===== src/rtl/lcd_pbus_pkg.sv =====
package lcd_pbus_pkg;
  localparam int unsigned TF_W   = 2;
  localparam int unsigned ADDR_W = 3;

  localparam logic [ADDR_W-1:0] A_TIME = 3'd0;
  localparam logic [ADDR_W-1:0] A_CTRL = 3'd1;
  localparam logic [ADDR_W-1:0] A_MASK = 3'd2;
  localparam logic [ADDR_W-1:0] A_DATA = 3'd3;
  localparam logic [ADDR_W-1:0] A_STAT = 3'd4;

  localparam int unsigned C_EN     = 0;
  localparam int unsigned C_RSD    = 1;
  localparam int unsigned C_RSS    = 2;
  localparam int unsigned C_POL    = 3;
  localparam int unsigned C_LCYC   = 4;
  localparam int unsigned C_LAUNCH = 5;
  localparam int unsigned S_BUSY   = 0;
  localparam int unsigned S_ERR    = 1;

  typedef enum logic [2:0] {PH_IDLE, PH_SETUP, PH_WIDTH, PH_HOLD, PH_GAP} phase_e;

  typedef struct packed {
    logic [TF_W-1:0] gap;
    logic [TF_W-1:0] hold;
    logic [TF_W-1:0] width;
    logic [TF_W-1:0] setup;
  } timing_t;

  // Counter load for the gap phase: the width field replaces it when the
  // select-inactive time must match the strobe width.
  function automatic logic [TF_W-1:0] gap_load(timing_t t, logic lcyc);
    return lcyc ? t.width : t.gap;
  endfunction

  // Clocks taken by one complete access, gap included.
  function automatic int unsigned access_cycles(timing_t t, logic lcyc);
    return 32'(t.setup) + 32'(t.width) + 32'(t.hold) + 32'(gap_load(t, lcyc)) + 32'd4;
  endfunction

  // One status bit counts as busy when it is masked in and at its active level.
  function automatic logic bit_busy(logic d, logic m, logic active_low);
    return m & (d ^ active_low);
  endfunction
endpackage


===== src/rtl/lcd_pbus_busy.sv =====
module lcd_pbus_busy
  import lcd_pbus_pkg::*;
#(
  parameter int unsigned DW = 8
) (
  input  logic [DW-1:0] status,
  input  logic [DW-1:0] mask,
  input  logic          active_low,
  output logic          busy_any,
  output logic          mask_on
);
  logic [DW-1:0] hit;

  for (genvar i = 0; i < DW; i++) begin : g_bit
    assign hit[i] = bit_busy(status[i], mask[i], active_low);
  end

  assign busy_any = |hit;
  assign mask_on  = |mask;
endmodule


===== src/rtl/lcd_pbus_seq.sv =====
module lcd_pbus_seq
  import lcd_pbus_pkg::*;
#(
  parameter int unsigned DW = 8
) (
  input  logic          clk,
  input  logic          rst_n,
  input  logic          start,
  input  logic          start_rd,
  input  timing_t       timing,
  input  logic          lcyc,
  input  logic          rs_data_lvl,
  input  logic          rs_stat_lvl,
  input  logic          mask_on,
  input  logic          status_busy,
  input  logic [DW-1:0] wdata,
  input  logic [DW-1:0] d_in,
  output logic          active,
  output logic          sel,
  output logic          en,
  output logic          rs,
  output logic          rw,
  output logic          d_oe,
  output logic [DW-1:0] d_out,
  output logic [DW-1:0] rd_data
);
  localparam int unsigned CYC_W = 2 + TF_W + 1;

  phase_e          phase_q;
  logic [TF_W-1:0] cnt_q;
  logic            is_rd_q, is_stat_q, ready_q;
  logic [DW-1:0]   wdat_q, rdat_q;

  // named internal events
  logic phase_last, launch, sample_now, gap_end, poll_next, access_done;
  assign phase_last  = (cnt_q == '0);
  assign launch      = start && (phase_q == PH_IDLE);
  assign sample_now  = (phase_q == PH_WIDTH) && phase_last && is_rd_q;
  assign gap_end     = (phase_q == PH_GAP) && phase_last;
  assign poll_next   = gap_end && mask_on && !(is_stat_q && ready_q);
  assign access_done = gap_end && !poll_next;

  always_ff @(posedge clk or negedge rst_n) begin
    if (!rst_n) begin
      phase_q   <= PH_IDLE;
      cnt_q     <= '0;
      is_rd_q   <= 1'b0;
      is_stat_q <= 1'b0;
      ready_q   <= 1'b0;
      wdat_q    <= '0;
      rdat_q    <= '0;
    end else begin
      if (sample_now) begin
        if (is_stat_q) ready_q <= !status_busy;
        else           rdat_q  <= d_in;
      end
      unique case (phase_q)
        PH_IDLE: if (launch) begin
          phase_q   <= PH_SETUP;
          cnt_q     <= timing.setup;
          is_rd_q   <= start_rd;
          is_stat_q <= 1'b0;
          ready_q   <= 1'b0;
          if (!start_rd) wdat_q <= wdata;
        end
        PH_SETUP: if (phase_last) begin
          phase_q <= PH_WIDTH;
          cnt_q   <= timing.width;
        end else cnt_q <= cnt_q - 1'b1;
        PH_WIDTH: if (phase_last) begin
          phase_q <= PH_HOLD;
          cnt_q   <= timing.hold;
        end else cnt_q <= cnt_q - 1'b1;
        PH_HOLD: if (phase_last) begin
          phase_q <= PH_GAP;
          cnt_q   <= gap_load(timing, lcyc);
        end else cnt_q <= cnt_q - 1'b1;
        PH_GAP: if (poll_next) begin
          phase_q   <= PH_SETUP;
          cnt_q     <= timing.setup;
          is_rd_q   <= 1'b1;
          is_stat_q <= 1'b1;
        end else if (access_done) begin
          phase_q <= PH_IDLE;
        end else cnt_q <= cnt_q - 1'b1;
        default: phase_q <= PH_IDLE;
      endcase
    end
  end

  assign active  = (phase_q != PH_IDLE);
  assign sel     = (phase_q == PH_SETUP) || (phase_q == PH_WIDTH) || (phase_q == PH_HOLD);
  assign en      = (phase_q == PH_WIDTH);
  assign rw      = active && is_rd_q;
  assign rs      = is_stat_q ? rs_stat_lvl : rs_data_lvl;
  assign d_oe    = en && !is_rd_q;
  assign d_out   = wdat_q;
  assign rd_data = rdat_q;

  // checker counter: clocks elapsed inside the current access
  logic [CYC_W-1:0] cyc_q;
  always_ff @(posedge clk or negedge rst_n) begin
    if (!rst_n)                    cyc_q <= '0;
    else if (launch || poll_next)  cyc_q <= '0;
    else if (active)               cyc_q <= cyc_q + 1'b1;
  end


  en_after_setup_chk: assert property (@(posedge clk) disable iff (!rst_n)
    $rose(en) |-> $past(sel));

  hold_after_en_chk: assert property (@(posedge clk) disable iff (!rst_n)
    $fell(en) |-> sel);

  cycle_len_chk: assert property (@(posedge clk) disable iff (!rst_n)
    gap_end |-> ((32'(cyc_q) + 32'd1) == access_cycles(timing, lcyc)));

  poll_needs_mask_chk: assert property (@(posedge clk) disable iff (!rst_n)
    (is_stat_q && !$past(is_stat_q)) |-> $past(mask_on));

  wdata_stable_chk: assert property (@(posedge clk) disable iff (!rst_n)
    (en && $past(en)) |-> $stable(d_out));
endmodule


===== src/rtl/lcd_pbus_regs.sv =====
module lcd_pbus_regs
  import lcd_pbus_pkg::*;
#(
  parameter int unsigned DW = 8
) (
  input  logic              clk,
  input  logic              rst_n,
  input  logic              cpu_wr,
  input  logic              cpu_rd,
  input  logic [ADDR_W-1:0] cpu_addr,
  input  logic [DW-1:0]     cpu_wdata,
  input  logic              busy,
  input  logic [DW-1:0]     rd_data,
  output timing_t           timing,
  output logic              enable,
  output logic              rs_data_lvl,
  output logic              rs_stat_lvl,
  output logic              pol_low,
  output logic              lcyc,
  output logic [DW-1:0]     mask,
  output logic              start,
  output logic              start_rd,
  output logic [DW-1:0]     cpu_rdata
);
  localparam int unsigned TIME_W = 4 * TF_W;

  timing_t       timing_q;
  logic          en_q, rsd_q, rss_q, pol_q, lcyc_q, err_q;
  logic [DW-1:0] mask_q;

  logic cmd_write, cmd_launch, cmd_chain, cmd_any, cmd_clash, err_clear;
  assign cmd_write  = cpu_wr && (cpu_addr == A_DATA);
  assign cmd_launch = cpu_wr && (cpu_addr == A_CTRL) && cpu_wdata[C_LAUNCH];
  assign cmd_chain  = cpu_rd && (cpu_addr == A_DATA);
  assign cmd_any    = en_q && (cmd_write || cmd_launch || cmd_chain);
  assign cmd_clash  = cmd_any && busy;
  assign err_clear  = cpu_wr && (cpu_addr == A_STAT) && cpu_wdata[S_ERR];

  always_ff @(posedge clk or negedge rst_n) begin
    if (!rst_n) begin
      timing_q <= '0;
      en_q     <= 1'b0;
      rsd_q    <= 1'b0;
      rss_q    <= 1'b0;
      pol_q    <= 1'b0;
      lcyc_q   <= 1'b0;
      mask_q   <= '0;
      err_q    <= 1'b0;
    end else begin
      if (cpu_wr && cpu_addr == A_TIME) timing_q <= timing_t'(cpu_wdata[TIME_W-1:0]);
      if (cpu_wr && cpu_addr == A_CTRL) begin
        en_q   <= cpu_wdata[C_EN];
        rsd_q  <= cpu_wdata[C_RSD];
        rss_q  <= cpu_wdata[C_RSS];
        pol_q  <= cpu_wdata[C_POL];
        lcyc_q <= cpu_wdata[C_LCYC];
      end
      if (cpu_wr && cpu_addr == A_MASK) mask_q <= cpu_wdata;
      if (cmd_clash)      err_q <= 1'b1;
      else if (err_clear) err_q <= 1'b0;
    end
  end

  assign timing      = timing_q;
  assign enable      = en_q;
  assign rs_data_lvl = rsd_q;
  assign rs_stat_lvl = rss_q;
  assign pol_low     = pol_q;
  assign lcyc        = lcyc_q;
  assign mask        = mask_q;
  assign start       = cmd_any && !busy;
  assign start_rd    = !cmd_write;

  always_comb begin
    cpu_rdata = '0;
    case (cpu_addr)
      A_TIME: cpu_rdata[TIME_W-1:0] = timing_q;
      A_CTRL: begin
        cpu_rdata[C_EN]   = en_q;
        cpu_rdata[C_RSD]  = rsd_q;
        cpu_rdata[C_RSS]  = rss_q;
        cpu_rdata[C_POL]  = pol_q;
        cpu_rdata[C_LCYC] = lcyc_q;
      end
      A_MASK: cpu_rdata = mask_q;
      A_DATA: cpu_rdata = rd_data;
      A_STAT: begin
        cpu_rdata[S_BUSY] = busy;
        cpu_rdata[S_ERR]  = err_q;
      end
      default: cpu_rdata = '0;
    endcase
  end


  err_cause_chk: assert property (@(posedge clk) disable iff (!rst_n)
    $rose(err_q) |-> $past(cmd_any && busy));

  err_hold_chk: assert property (@(posedge clk) disable iff (!rst_n)
    (err_q && !err_clear) |=> err_q);

  start_busy_chk: assert property (@(posedge clk) disable iff (!rst_n)
    start |=> busy);
endmodule


===== src/rtl/lcd_pbus_ctrl.sv =====
module lcd_pbus_ctrl
  import lcd_pbus_pkg::*;
#(
  parameter int unsigned DW = 8
) (
  input  logic              clk,
  input  logic              rst_n,
  input  logic              cpu_wr,
  input  logic              cpu_rd,
  input  logic [ADDR_W-1:0] cpu_addr,
  input  logic [DW-1:0]     cpu_wdata,
  output logic [DW-1:0]     cpu_rdata,
  output logic              lcd_sel,
  output logic              lcd_en,
  output logic              lcd_rs,
  output logic              lcd_rw,
  output logic [DW-1:0]     lcd_d_out,
  output logic              lcd_d_oe,
  input  logic [DW-1:0]     lcd_d_in
);
  timing_t       timing;
  logic          enable, rs_data_lvl, rs_stat_lvl, pol_low, lcyc;
  logic          start, start_rd, active, busy_any, mask_on;
  logic [DW-1:0] mask, rd_data;

  lcd_pbus_regs #(.DW(DW)) u_regs (
    .clk(clk), .rst_n(rst_n), .cpu_wr(cpu_wr), .cpu_rd(cpu_rd),
    .cpu_addr(cpu_addr), .cpu_wdata(cpu_wdata), .busy(active), .rd_data(rd_data),
    .timing(timing), .enable(enable), .rs_data_lvl(rs_data_lvl),
    .rs_stat_lvl(rs_stat_lvl), .pol_low(pol_low), .lcyc(lcyc), .mask(mask),
    .start(start), .start_rd(start_rd), .cpu_rdata(cpu_rdata)
  );

  lcd_pbus_busy #(.DW(DW)) u_busy (
    .status(lcd_d_in), .mask(mask), .active_low(pol_low),
    .busy_any(busy_any), .mask_on(mask_on)
  );

  lcd_pbus_seq #(.DW(DW)) u_seq (
    .clk(clk), .rst_n(rst_n), .start(start), .start_rd(start_rd),
    .timing(timing), .lcyc(lcyc), .rs_data_lvl(rs_data_lvl),
    .rs_stat_lvl(rs_stat_lvl), .mask_on(mask_on), .status_busy(busy_any),
    .wdata(cpu_wdata), .d_in(lcd_d_in), .active(active), .sel(lcd_sel),
    .en(lcd_en), .rs(lcd_rs), .rw(lcd_rw), .d_oe(lcd_d_oe),
    .d_out(lcd_d_out), .rd_data(rd_data)
  );


  start_enabled_chk: assert property (@(posedge clk) disable iff (!rst_n)
    $rose(active) |-> $past(enable));
endmodule


===== config.mk =====
export PLATFORM = sky130hd
export DESIGN_NAME = lcd_pbus_ctrl
export DESIGN_NICKNAME = d
export VERILOG_FILES = /design/src/rtl/lcd_pbus_pkg.sv /design/src/rtl/lcd_pbus_busy.sv /design/src/rtl/lcd_pbus_seq.sv /design/src/rtl/lcd_pbus_regs.sv /design/src/rtl/lcd_pbus_ctrl.sv
export SDC_FILE = /design/constraint.sdc
export NUM_CORES = 1
export LEC_CHECK = 0
export ABC_AREA = 1
export BUFFER_PORTS_ARGS = -buffer_cell sky130_fd_sc_hd__buf_4
export CAP_MARGIN = 0
export CORE_MARGIN = 3
export CORE_UTILIZATION = 54
export CTS_CLUSTER_DIAMETER = 200
export DETAILED_ROUTE_END_ITERATION = 6
export GPL_TIMING_DRIVEN = 0
export PLACE_DENSITY = 0.76
export SYNTH_ARGS = -nofsm -noshare
export SYNTH_HDL_FRONTEND = slang
export SYNTH_HIERARCHICAL = 1
export SYNTH_SLANG_ARGS = --single-unit

===== constraint.sdc =====
create_clock -name clk -period 2 [get_ports clk]
set_clock_uncertainty 0.2 [all_clocks]
set_input_delay 0.4 -clock clk [delete_from_list [all_inputs] [get_ports clk]]
set_output_delay 0.4 -clock clk [all_outputs]
set_load 0.05 [all_outputs]

==> impl_summary.log, run 1 <==
[metrics] P per Cell Area: between 1000 and 1500 nW/um^2
[metrics] crit path launch type: flop
[metrics] max-slew violation count: 0
[metrics] clock tree from TritonCTS: yes
[metrics] number of diodes added for antenna fixing: 0
[metrics] LEAKAGE: about 1.8 nW
[metrics] Cell variety after synth: 31
[metrics] detailed placer's ending HPWL: approximately 5.2 mm
[metrics] weighted congestion reported at the end of routability-driven placement: approximately 0.91
[metrics] post-synthesis area per instance: approximately 7.2 sq um
[metrics] Post-layout nets: 460
[metrics] number of clock buffers inserted by TritonCTS: 5
[metrics] final hold violations: 0
[metrics] clock share of power: between 10% and 20%
[metrics] die boundary height: about 77 um
[metrics] maximum ir drop on the vdd rail: ~700 uV
[metrics] vias in the first global route: approximately 2.4k
[metrics] Warnings, synthesis: 6
[metrics] FF/Latch Area: 1150 sq um
[metrics] share of synthesized area occupied by flip-flops and latches: 42.8%
[metrics] result of the run: finished, violations left
[metrics] required time at the worst-slack endpoint: 1400 ps
[metrics] Internal Power: roughly 2.1 mW
[metrics] initial standard-cell utilization of the core: a little under three fifths
[metrics] Fin Setup TNS: -92.0 ps
[metrics] clock-pin slew on the worst setup and hold paths: 90 ps
[metrics] cell at the root of the clock tree: clkbuf_8
[metrics] number of remaining DRC errors: 0
[metrics] most common cell after layout, fill and taps aside: nand2_1
[metrics] setup repair after global routing missed its margin: yes
[metrics] area of the die: approximately 5900 sq um
[metrics] violations in the final reports: setup timing
[metrics] Max Freq: roughly 0.49 GHz
[metrics] commonest cells after routing, fill and taps aside: nand2_1 (156), buf_4 (55), dfrtp_1 (43)
[metrics] flip-flop and latch count after synthesis: 46
[metrics] Critical Setup Path Class: flop to output pin
[metrics] max-cap check violation count: 0
[metrics] end-of-flow core utilization: a little over two thirds
[metrics] switching component of the power: about 1.8 mW
[metrics] initial antenna violation count: 0
[metrics] CP Data Arrival Time: between 1000 and 1500 ps
[metrics] CP Capture Type: output pin
[metrics] I/O pin cnt: 44
[metrics] switching part of the total power: 45.7%
[metrics] proportion of power drawn by flip-flops and latches: about a third
[metrics] die extent in x: 76.6 um
[metrics] Non-Filler Cell Area, Final: between 3000 and 4000 sq um
[metrics] remaining max-slew budget at the tightest pin: around 60%
[metrics] transition time at the pin with the least slew margin: 594 ps
[metrics] Worst Slack Setup Final: -44.7 ps
[metrics] Routed WL: around 7.0 mm
[metrics] TritonCTS sink count: 46
[metrics] combined area of all synthesized cells: approximately 2700 sq um
[metrics] Cells after Synth: between 300 and 400
[metrics] combinational cell fraction of total power: between 50% and 60%
[metrics] slowest stage cell, crit path: dfrtp_1
[metrics] Final Setup Violations: 3
[metrics] detailed router's first-iteration violation count: between 200 and 250
[metrics] GR Overflow Total: 0
[metrics] Clock Tree Buf Depth: 2
[metrics] DR WL/cell: 13.9 um
[metrics] Post-synth ARST share: between 90% and 100%
[metrics] Most used DFF post-synth: dfrtp_1
[metrics] fill cell count: about 430
[metrics] detailed-router iteration count before antenna repair: 6
[metrics] GRT Overall Usage: 25.3%
[metrics] via count: ~2.6k
[metrics] antenna-violating nets left: 0
[metrics] period utilization: 102%
[metrics] fraction of layout cells with a size suffix above 1: between 20% and 30%
[metrics] number of port buffers: 41
[metrics] Std-Cell Rows: 25
[metrics] Hold Slack: 101 ps
[metrics] vias per cell: about 5.2
[metrics] core area: ~4800 sq um
[metrics] multi-input logic area: 1340 sq um
[metrics] post-place setup slack: -291 ps
[metrics] highest net fanout along the worst path: 4
[metrics] sequence of cells on the critical path: buf_4 > buf_4 > nand2_1 > nor2_1 > buf_4
[metrics] CP dominant cell by count: buf_4
[metrics] largest net degree at the start of global routing: 47
[metrics] class of the most critical hold timing path: input port to flop
[metrics] first-pass GRT wire length: around 12 mm
[metrics] H-tree depth: 2
[metrics] largest incremental delay on the critical path: 370 ps
[metrics] min Tclk post-route: between 2000 and 2500 ps
[metrics] clock insertion delay at the later pin of the skew report: around 300 ps
[metrics] relative area change from synthesis to final layout: 24.8%
[metrics] Post-synth EDFFs: 0
[metrics] post-detailed-placement cell area: around 3100 sq um
[metrics] Syn Nets: 396
## power by group through the flow
| stage | combinational (mW) | clock [mW] | sequential, mW |
|---|---|---|---|
| after global placement | 1.70 | 0 | 1.41 |
| after floorplan | 1.30 | 0 | 1.36 |
| after global routing | 2.24 | 0.623 | 1.44 |
| after CTS | 1.82 | 0.574 | 1.38 |
| final | 2.00 | 0.564 | 1.40 |
| after detailed placement | 1.72 | 0 | 1.41 |
## metrics by stage
step | std cells | power [mW]
final | 503 | 3.96
after detailed placement | 480 | 3.14
after global placement | 480 | 3.10
after global routing | 503 | 4.30
after floorplan | 372 | 2.66
after CTS | 494 | 3.78
## registers in the layout, indices dropped and copies added, names as in the netlist, 2 cells and up
register / cells
u_seq/cnt_q: 2
u_seq/phase_q: 3
u_seq/rd_data: 8
u_seq/d_out: 8
u_regs/timing: 8
u_regs/mask: 8
## synth_stat cells, types with 2 or more instances
library cell	n	area share (%)
dfrtp_1	46	43
nand2_1	159	22
a21oi_1	4	0.74
nand4_1	4	0.93
nand2_4	2	0.84
nor2_2	2	0.47
o21ai_1	6	1.1
nand2_2	2	0.47
clkbuf_1	2	0.28
inv_1	35	4.9
buf_6	4	1.7
nor3_2	2	0.74
inv_4	2	0.47
nor2_1	17	2.4
inv_2	7	0.98
o21ai_2	8	2.6
nand3_1	27	5.0
o21ai_0	25	4.7
nand3_2	3	1.1
nor3_4	2	1.2
nor4_1	2	0.47
nor2_8	2	1.5
## kinds of logic after synthesis
kind of cell	count (synthesis)	synth area share [%]
buffers and inverters	53	8.89
adder cells (fa/ha/maj)	1	0.465
flip-flops	46	42.8
AND/OR/NAND/NOR	226	37.9
AO/OA/AOI/OAI	46	9.91
## worst max-delay path, delay by kind of cell (launching register included)
| kind | cells | cell delay, ps |
|---|---|---|
| flops | 1 | 370 |
| buf+inv | 3 | 480 |
| simple gates | 2 | 280 |
## final timing paths
check,endpoint,slack [ps],cells after the start,start
max reg2reg,u_seq/cnt_q[1],90,10,u_regs/mask[5]
max in group asynchronous,u_regs/mask[1],720,2,rst_n
max,lcd_en,-40,5,u_seq/phase_q[1]
min in group asynchronous,u_seq/rd_data[6],430,2,rst_n
min,u_seq/d_out[6],100,3,cpu_wdata[6]
min reg2reg,u_seq/rd_data[4],280,2,u_seq/rd_data[4]
## cell type report
cell class | count | area share (%)
plain buffers | 9 | 2.28
repair buffers | 57 | 13.2
clock buffers | 5 | 2.05
flip-flops and latches | 46 | 34.4
clock inverters | 2 | 0.448
multi-input cells | 273 | 40.1
inverters | 44 | 5.07
well taps | 67 | 2.50
## metal layers
metal	wire [um]	GRT usage, %	vias to the layer above
met5	0	0	-
met4	127	7.79	0
met3	511	4.26	9
met2	3330	40.2	75
met1	3030	35.5	1248
li1	-	-	1303
## what timing repair did
| item | in CTS | in global routing |
|---|---|---|
| setup endpoints to repair | 3 | 32 |
| setup buffers | 6 | 9 |
| hold buffers | 1 | 0 |
| gates resized for setup | 4 | 21 |
| hold endpoints to repair | 46 | 0 |
| pin swaps | 2 | 6 |
Power figures use the tool's default switching activity.
==> run 2, diff against run 1 <==
CORE_MARGIN = 8   (was 3)
PLACE_DENSITY = 0.77   (was 0.76)
==> run 2 against run 1 <==
Sequential power barely moved. Non-clock buffer count is 4 lower. Clock-buffer cell count is 1 higher. Largest power group unchanged. Register-to-register slack gained 40 ps. Worst setup slack better by 27 ps. The run still ends with setup timing left. Fmax grew 1.3%. Critical path type unchanged. Die area increased by 28%. Worst hold slack improved by 6.2 ps.
==> impl_summary.log, run 2 (synthesized netlist as in run 1, its figures left out) <==
[metrics] Max Freq: 0.496 GHz (was 0.489 GHz)
[metrics] Post-layout nets: 457 (was 460)
[metrics] area of the die: 7490 sq um (was 5860 sq um)
[metrics] max-slew violation count: 0 (unchanged)
[metrics] clock-pin slew on the worst setup and hold paths: 90 ps (about the same)
[metrics] setup repair after global routing missed its margin: yes (unchanged)
[metrics] Critical Setup Path Class: flop to output pin (unchanged)
[metrics] number of port buffers: 41 (unchanged)
[metrics] CP Capture Type: output pin (unchanged)
[metrics] core area: 4750 sq um (unchanged)
[metrics] Clock Tree Buf Depth: 2 (unchanged)
[metrics] Hold EP: u_seq/d_out[4] (was u_seq/d_out[6])
[metrics] LEAKAGE: 1.84 nW (about the same)
[metrics] remaining max-slew budget at the tightest pin: 62.5% (was 60.4%)
[metrics] relative area change from synthesis to final layout: 25.0% (was 24.8%)
[metrics] CP Data Arrival Time: 1420 ps (was 1440 ps)
[metrics] die extent in x: 86.6 um (was 76.6 um)
[metrics] Std-Cell Rows: 25 (unchanged)
[metrics] cell at the root of the clock tree: clkbuf_8 (unchanged)
[metrics] Routed WL: 7.35 mm (was 7.00 mm)
[metrics] commonest cells after routing, fill and taps aside: nand2_1 (156), buf_4 (48), dfrtp_1 (45) (was nand2_1 (156), buf_4 (55), dfrtp_1 (43))
[metrics] detailed-router iteration count before antenna repair: 5 (was 6)
[metrics] DR WL/cell: 14.7 um (was 13.9 um)
[metrics] Hold Slack: 108 ps (was 101 ps)
[metrics] FF/Latch Area: 1150 sq um (about the same)
[metrics] reg-to-reg critical path startpoint: u_seq/phase_q[0] (was u_regs/mask[5])
[metrics] initial standard-cell utilization of the core: 56.6% (unchanged)
[metrics] H-tree depth: 2 (unchanged)
[metrics] vias per cell: 5.31 (was 5.24)
[metrics] initial antenna violation count: 0 (unchanged)
[metrics] Final Non-Filler Cells: 501 (was 503)
[metrics] crit path launch type: flop (unchanged)
[metrics] number of clock buffers inserted by TritonCTS: 5 (unchanged)
[metrics] TritonCTS sink count: 46 (unchanged)
[metrics] worst reg2reg path endpoint: u_seq/cnt_q[1] (unchanged)
[metrics] result of the run: finished, violations left (unchanged)
[metrics] class of the most critical hold timing path: input port to flop (unchanged)
[metrics] largest net degree at the start of global routing: 47 (unchanged)
[metrics] P per Cell Area: 1210 nW/um^2 (was 1180 nW/um^2)
[metrics] Total Power: 4.07 mW (was 3.96 mW)
[metrics] antenna-violating nets left: 0 (unchanged)
[metrics] count of placed standard cells including taps: 480 (unchanged)
[metrics] GR Overflow Total: 0 (unchanged)
[metrics] period utilization: 101% (was 102%)
[metrics] detailed placer's ending HPWL: 5.49 mm (was 5.20 mm)
[metrics] GRT Overall Usage: 20.4% (was 25.3%)
[metrics] required time at the worst-slack endpoint: 1400 ps (about the same)
[metrics] worst setup slack for register-to-register paths: 130 ps (was 90 ps)
[metrics] end-of-flow core utilization: 70.7% (was 70.6%)
[metrics] path depth of the worst reg2reg path: 12 (was 10)
[metrics] post-detailed-placement cell area: 3090 sq um (unchanged)
[metrics] min Tclk post-route: 2020 ps (was 2040 ps)
[metrics] number of diodes added for antenna fixing: 0 (unchanged)
[metrics] first-pass GRT wire length: 11.9 mm (was 11.7 mm)
[metrics] fill cell count: 431 (was 425)
[metrics] via count: 2659 (was 2635)
[metrics] Final Setup Violations: 1 (was 3)
[metrics] transition time at the pin with the least slew margin: 562 ps (was 594 ps)
[metrics] die boundary height: 86.6 um (was 76.6 um)
[metrics] most common cell after layout, fill and taps aside: nand2_1 (unchanged)
[metrics] max-cap check violation count: 0 (unchanged)
[metrics] weighted congestion reported at the end of routability-driven placement: 0.934 (was 0.911)
[metrics] multi-input logic area: 1350 sq um (was 1340 sq um)
[metrics] clock insertion delay at the later pin of the skew report: 300 ps (about the same)
[metrics] I/O pin cnt: 44 (unchanged)
[metrics] worst hold path startpoint: cpu_wdata[4] (was cpu_wdata[6])
[metrics] violations in the final reports: setup timing (unchanged)
[metrics] detailed router's first-iteration violation count: 252 (was 201)
[metrics] Non-Filler Cell Area, Final: 3360 sq um (was 3350 sq um)
[metrics] maximum ir drop on the vdd rail: 589 uV (was 699 uV)
[metrics] number of remaining DRC errors: 0 (unchanged)
[metrics] highest net fanout along the worst path: 2 (was 4)
[metrics] fraction of layout cells with a size suffix above 1: 25.1% (was 27.1%)
[metrics] Worst Slack Setup Final: -17.9 ps (was -44.7 ps)
[metrics] final hold violations: 0 (unchanged)
[metrics] clock tree from TritonCTS: yes (unchanged)
[metrics] cell depth of the worst min-delay path: 3 (unchanged)
[metrics] vias in the first global route: 2533 (was 2371)
==> run 2: cell count changes in the layout (fill, tap and decap cells not counted), moves of 2 or more <==
cell	delta
dfrtp_1	+2
clkbuf_1	+2
buf_6	+3
buf_4	-7
dfrtp_2	-2
==> run 2: final cells by class <==
type	count	share of cell area (%)
multi-input combinational	274	40.1
timing repair buffer	53	12.6
tap	67	2.49
inverter	44	5.06
clock buffer	6	2.16
sequential	46	34.3
buffer	9	2.23
clock inverter	2	1.12
==> run 2: layer usage <==
| metal | global-route usage (%) | vias up | part of all wire (%) |
|---|---|---|---|
| li1 | - | 1293 | - |
| met1 | 25.1 | 1234 | 42 |
| met2 | 33.4 | 114 | 48 |
| met3 | 4.91 | 18 | 7.6 |
| met4 | 7.98 | 0 | 2.5 |
| met5 | 0 | - | 0 |
==> run 2: critical path, cell delays in order, from the launching register on <==
cell and delay, ps:
dfrtp_1 400, inv_2 80, nand2_4 60, nor2_4 130, inv_4 40, inv_2 50, o21ai_2 40, inv_1 70
nand3_2 80, buf_8 160
==> run 2: worst max path at each step <==
| stage | endpoint | depth (start not counted) | from | slack [ps] |
|---|---|---|---|---|
| 2_1_floorplan | cpu_rdata[3] | 4 | cpu_addr[2] | 2 |
| 3_3_place_gp | u_seq/d_out[7] | 13 | cpu_addr[0] | -180 |
| 3_5_place_dp | u_seq/d_out[2] | 13 | cpu_addr[0] | -220 |
| 4_1_cts | cpu_rdata[0] | 9 | u_seq/phase_q[1] | -50 |
| 5_1_grt | cpu_rdata[0] | 9 | u_seq/phase_q[1] | -90 |
| 6_report | cpu_rdata[0] | 9 | u_seq/phase_q[0] | -20 |
==> run 2: through the flow <==
step | TNS, ps | setup slack, ps
floorplan | 0 | 1.58
global placement | -2120 | -179
detailed placement | -2690 | -215
CTS | -54.0 | -54.0
global route | -163 | -92.8
finish | -17.9 | -17.9
==> run 2: report_power, final <==
| part | total (mW) | internal (mW) | switching (mW) |
|---|---|---|---|
| Sequential | 1.40 | 1.18 | 0.223 |
| Clock | 0.688 | 0.373 | 0.315 |
| Combinational | 1.99 | 0.698 | 1.29 |
==> run 2: repair_timing <==
item | CTS | global route
setup buffers | 9 | 2
hold endpoints to repair | 46 | 0
hold buffers | 1 | 0
resized for setup | 7 | 15
setup endpoints to repair | 4 | 16
cloned | 0 | 1
pin swaps | 4 | 5
